File: src/rtl/txreq_pkg.sv
package txreq_pkg;
    typedef enum logic [1:0] {
        ST_IDLE  = 2'd0,
        ST_WAIT  = 2'd1,
        ST_ABORT = 2'd2
    } txq_state_e;
endpackage

File: src/rtl/txreq_bits.sv
module txreq_bits #(
    parameter int NBUF = 8
) (
    input  logic            clk,
    input  logic            rst_n,
    input  logic            clr_all,
    input  logic [NBUF-1:0] set_vec,
    input  logic [NBUF-1:0] clr_vec,
    output logic [NBUF-1:0] req_q
);
    // Priority: init wipe, then set, then clear.
    always_ff @(posedge clk or negedge rst_n) begin
        if (!rst_n)
            req_q <= '0;
        else if (clr_all)
            req_q <= '0;
        else
            req_q <= (req_q & ~clr_vec) | set_vec;
    end
endmodule

File: src/rtl/txreq_pick.sv
module txreq_pick #(
    parameter int NBUF = 8,
    localparam int IW = (NBUF > 1) ? $clog2(NBUF) : 1
) (
    input  logic [NBUF-1:0] req,
    output logic            any,
    output logic [IW-1:0]   idx
);
    always_comb begin
        any = |req;
        idx = '0;
        for (int i = NBUF - 1; i >= 0; i--) begin
            if (req[i]) idx = IW'(i);
        end
    end
endmodule

File: src/rtl/txreq_ctrl.sv
module txreq_ctrl #(
    parameter int NBUF = 8,
    localparam int IW = (NBUF > 1) ? $clog2(NBUF) : 1
) (
    input  logic            clk,
    input  logic            rst_n,
    input  logic            init_i,
    input  logic            wr_en_i,
    input  logic [NBUF-1:0] wr_data_i,
    output logic [NBUF-1:0] req_o,
    output logic [NBUF-1:0] busy_o,
    output logic            start_o,
    output logic [IW-1:0]   start_idx_o,
    input  logic            done_i,
    input  logic            ok_i
);
    import txreq_pkg::*;

    txq_state_e      st, st_nx;
    logic [IW-1:0]   cur_idx;
    logic [IW-1:0]   pick_idx;
    logic            pick_any;
    logic            retire;
    logic            in_flight;
    logic [NBUF-1:0] set_vec;
    logic [NBUF-1:0] clr_vec;

    txreq_bits #(.NBUF(NBUF)) u_bits (
        .clk     (clk),
        .rst_n   (rst_n),
        .clr_all (init_i),
        .set_vec (set_vec),
        .clr_vec (clr_vec),
        .req_q   (req_o)
    );

    txreq_pick #(.NBUF(NBUF)) u_pick (
        .req (req_o),
        .any (pick_any),
        .idx (pick_idx)
    );

    assign set_vec = (wr_en_i && !init_i) ? wr_data_i : '0;

    // State register and in-flight index
    always_ff @(posedge clk or negedge rst_n) begin
        if (!rst_n) begin
            st      <= ST_IDLE;
            cur_idx <= '0;
        end else begin
            st <= st_nx;
            if (start_o) cur_idx <= pick_idx;
        end
    end

    // Next state and outputs
    always_comb begin
        st_nx       = st;
        start_o     = 1'b0;
        retire      = 1'b0;
        in_flight   = 1'b0;
        start_idx_o = pick_idx;
        unique case (st)
            ST_IDLE: begin
                if (pick_any && !init_i) begin
                    start_o = 1'b1;
                    st_nx   = ST_WAIT;
                end
            end
            ST_WAIT: begin
                in_flight = 1'b1;
                if (done_i) begin
                    retire = ok_i;
                    st_nx  = ST_IDLE;
                end else if (init_i) begin
                    st_nx = ST_ABORT;
                end
            end
            ST_ABORT: begin
                in_flight = 1'b1;
                if (done_i) st_nx = ST_IDLE;
            end
            default: st_nx = ST_IDLE;
        endcase
    end

    generate
        for (genvar g = 0; g < NBUF; g++) begin : g_buf
            assign clr_vec[g] = retire && (cur_idx == IW'(g));
            assign busy_o[g]  = req_o[g] || (in_flight && (cur_idx == IW'(g)));
        end
    endgenerate
endmodule

File: config.mk
export PLATFORM = sky130hd
export DESIGN_NAME = txreq_ctrl
export DESIGN_NICKNAME = d
export VERILOG_FILES = /design/src/rtl/txreq_pkg.sv /design/src/rtl/txreq_bits.sv /design/src/rtl/txreq_pick.sv /design/src/rtl/txreq_ctrl.sv
export SDC_FILE = /design/constraint.sdc
export NUM_CORES = 1
export LEC_CHECK = 0
export ABC_AREA = 1
export BUFFER_PORTS_ARGS = -buffer_cell sky130_fd_sc_hd__buf_2
export CAP_MARGIN = 10
export CORE_ASPECT_RATIO = 0.8
export CORE_MARGIN = 4
export CORE_UTILIZATION = 25
export CTS_CLUSTER_DIAMETER = 40
export DETAILED_ROUTE_END_ITERATION = 12
export PLACE_DENSITY = 0.57
export SETUP_SLACK_MARGIN = 0.5
export SYNTH_ARGS = -nofsm -noshare
export SYNTH_HDL_FRONTEND = slang
export SYNTH_SLANG_ARGS = --single-unit
File: constraint.sdc
create_clock -name clk -period 1.66 [get_ports clk]
set_input_delay 0 -clock clk [delete_from_list [all_inputs] [get_ports clk]]
set_output_delay 0 -clock clk [all_outputs]
set_load 0.01 [all_outputs]
==> results.yml <==
die:
  start_util_pct: 26.0
  ios: 34
  fp.dieH_um: 58.9
  rows: 18
  die_x_um: 71.6
  fp.dieArea_um2: 4220
  core_um2: 3110
final_layout:
  area_growth_pct: 59.5
  fin_nets: 176
  drive_above_1_share_pct: 53.2
  antennaDiodeCount: 0
  finish.utilization_pct: 41.5
  instances_no_fill: 198
routing:
  ant_nets: 0
  drt_drc_violations_left: 0
  dr.pass1.iters: 4
  via_count: 931
  post_drt_wl_per_cell_um: 13.5
  wirelength_um: 2670
  viasPerCell: 4.70
  first_iter_violations: 32
placed_design:
  gp_congestion: 0.765
  dp_hpwl_um: 1930
  dp.cells: 182
  port_buffers: 33
  post-place-ws_ps: 334
run_status:
  status: "finished, final reports clean"
sta:
  worst_slew_pin_slew_ps: 308
  fin_crit_sh_pct: 82.0
  setup_violations: 0
  layout_min_cycle_time_ps: 1360
  rsz0062_at_grt: "yes"
  slew-limit-headroom_pct: 79.5
  setup_slack_ps: 299
  finClkSkew_ps: 2.04
  hold_viol_final: 0
  fmax_ghz: 0.735
  tns_ps: 0
  drv_slew: 0
yosys:
  synth_most_common_cell: "nand2_1"
  synth_adder_area_share_pct: 4.64
  synth-simple-area-share_pct: 25.7
  muxShareOfSynthArea_pct: 0
  synth_ff_type: "dfrtp_1"
  ys_types: 15
  synth_top_area_cell: "dfrtp_1"
  synth.avg_cell_area_um2: 7.29
  synth_top_family_by_area: "simple AND/OR/NAND/NOR gates"
  yosysWarnings: 0
  synth_area_um2: 810
  yosysSeqAreaShare_pct: 40.2
  synth_top_area_share_pct: 40.2
  synthArstFlopShare_pct: 100
  synth_compound_area_share_pct: 21.0
  synth_fp_nets: 128
  ys_top_cells_by_area: "dfrtp_1, o21ai_0, nand2_1"
  ys_top_cells_by_count: "nand2_1, o21ai_0, inv_1"
  syn_inst: 111
  yosys.area_share.xor_xnor_pct: 0
  synth_enable_flop_cells: 0
  synth.ff_latch_count: 13
global_route:
  grt_pass1_vias: 949
  grt_max_degree: 14
  antenna_found_initial: 0
  grt_pass1_wl_um: 4230
  gr-total-overflow: 0
  track_usage_pct: 13.4
setup_path:
  ff2ff_path_depth: 8
  cpMostUsedCell: "nand2_1"
  start_kind: "flop"
  crit_path_max_fanout: 5
  crit_chain: "inv_2 -> nand2_1 -> nand2_1 -> nand2_1 -> nand2_1 -> nand2_2 -> a21oi_2 -> buf_2"
  timing.rr.start: "st[1]"
  end_kind: "output port"
  r2r-end: "st[1]"
  crit_type: "flop to output port"
  slowest_stage: "dfrtp_2"
  arrival_ps: 1360
  r2r_slack_ps: 310
  slowest_delay_ps: 450
  required_ps: 1660
clock_tree:
  cts_tree: "done"
  cts.clk_slew.worst_paths_ps: 60
  root_buffer: "clkbuf_8"
  clock_latency_ps: 250
  htree_levels: 1
  clockBufferDepth: 2
  numCtsBuffers: 3
  cts.sinks: 13
min_path:
  min_from: "wr_data_i[1]"
  hold_path_class: "primary input to flop"
  whs_endpoint: "u_bits.req_q[1]"
  min_path_cells: 3
power:
  power.density_nw_per_um2: 1330
  leakage_nw: 0.628
  irDropWorstVdd_mv: 0.453
flow_run:
  cap_violations: 0
==> layout by cell type, fill, tap and decap left out, types with 2 or more instances in the layout <==
master	count
dfrtp_2	2
dlygate4sd3_1	5
nand3_1	10
nand2_1	23
nand2_2	3
o21ai_2	15
a21oi_2	2
buf_2	33
inv_2	4
inv_1	10
o21bai_1	2
buf_4	6
a21oi_1	8
ha_2	2
o21ai_0	2
clkbuf_8	3
nor2_2	5
dfrtp_1	11
==> repair_timing <==
| item | 4_1_cts | 5_1_grt |
|---|---|---|
| setup buffers | 6 | 1 |
| pin swaps | 12 | 10 |
| hold buffers | 5 | 0 |
| gates resized for setup | 29 | 25 |
| endpoints found under the setup margin | 25 | 25 |
| endpoints found under the hold margin | 17 | 0 |
==> sequential cells by signal, indices dropped and copies added, names as in the netlist <==
name,flops
u_bits.req_q,8
cur_idx,3
st,2
==> how the worst max path moves through the flow <==
| stage | to | cells after the start | startpoint | slack, ps |
|---|---|---|---|---|
| after global routing | start_idx_o[0] | 8 | u_bits.req_q[6] | 250 |
| after CTS | start_idx_o[0] | 8 | u_bits.req_q[6] | 340 |
| after global placement | u_bits.req_q[4] | 5 | st[1] | 380 |
| after floorplan | cur_idx[0] | 7 | u_bits.req_q[0] | 490 |
| final | start_idx_o[0] | 8 | u_bits.req_q[6] | 300 |
| after detailed placement | u_bits.req_q[7] | 5 | st[1] | 330 |
==> through the flow <==
stage | hold slack, ps | area [µm²] | total power, mW
6_report | 0.901 | 1290 | 1.72
4_1_cts | 0.473 | 1220 | 1.60
3_3_place_gp | -93.4 | 1020 | 1.04
3_5_place_dp | -87.6 | 1020 | 1.07
5_1_grt | 9.78 | 1290 | 1.84
2_1_floorplan | -296 | 813 | 0.845
==> cell families after synthesis <==
family,after synthesis
adder cells (fa/ha/maj),3
AND/OR/NAND/NOR,45
flip-flops,13
AO/OA/AOI/OAI,32
buffers and inverters,18
==> area by class of cell <==
cell class / count / area, µm²
Clock buffer: 3 / 41.3
Fill cell: 321 / 1820
Clock inverter: 1 / 5.00
Timing Repair Buffer: 45 / 272
Multi-Input combinational cell: 80 / 528
Inverter: 16 / 67.6
Sequential cell: 13 / 328
Tap cell: 40 / 50.0
==> critical path, delay by kind of cell (launching register included) <==
family / cells / cell delay, ps
and+or+nand+nor: 5 / 320
AOI/OAI and AO/OA: 1 / 130
buffers and inverters: 2 / 220
DFF: 1 / 450
==> metal layers <==
layer | vias to the layer above | global-route usage (%) | wire [µm] | part of all wire (%)
met3 | 10 | 4.61 | 164 | 6.1
li1 | 460 | - | - | -
met1 | 429 | 15.6 | 1150 | 43
met5 | - | 0 | 0 | 0
met2 | 32 | 21.3 | 1280 | 48
met4 | 0 | 8.04 | 71 | 2.7
==> report_power, final <==
group / total (mW) / internal, mW / leakage [nW] / switching, mW
clock: 0.294 / 0.166 / 0.0255 / 0.127
combinational: 0.965 / 0.384 / 0.436 / 0.581
sequential: 0.464 / 0.384 / 0.167 / 0.0796
Power figures use the tool's default switching activity.
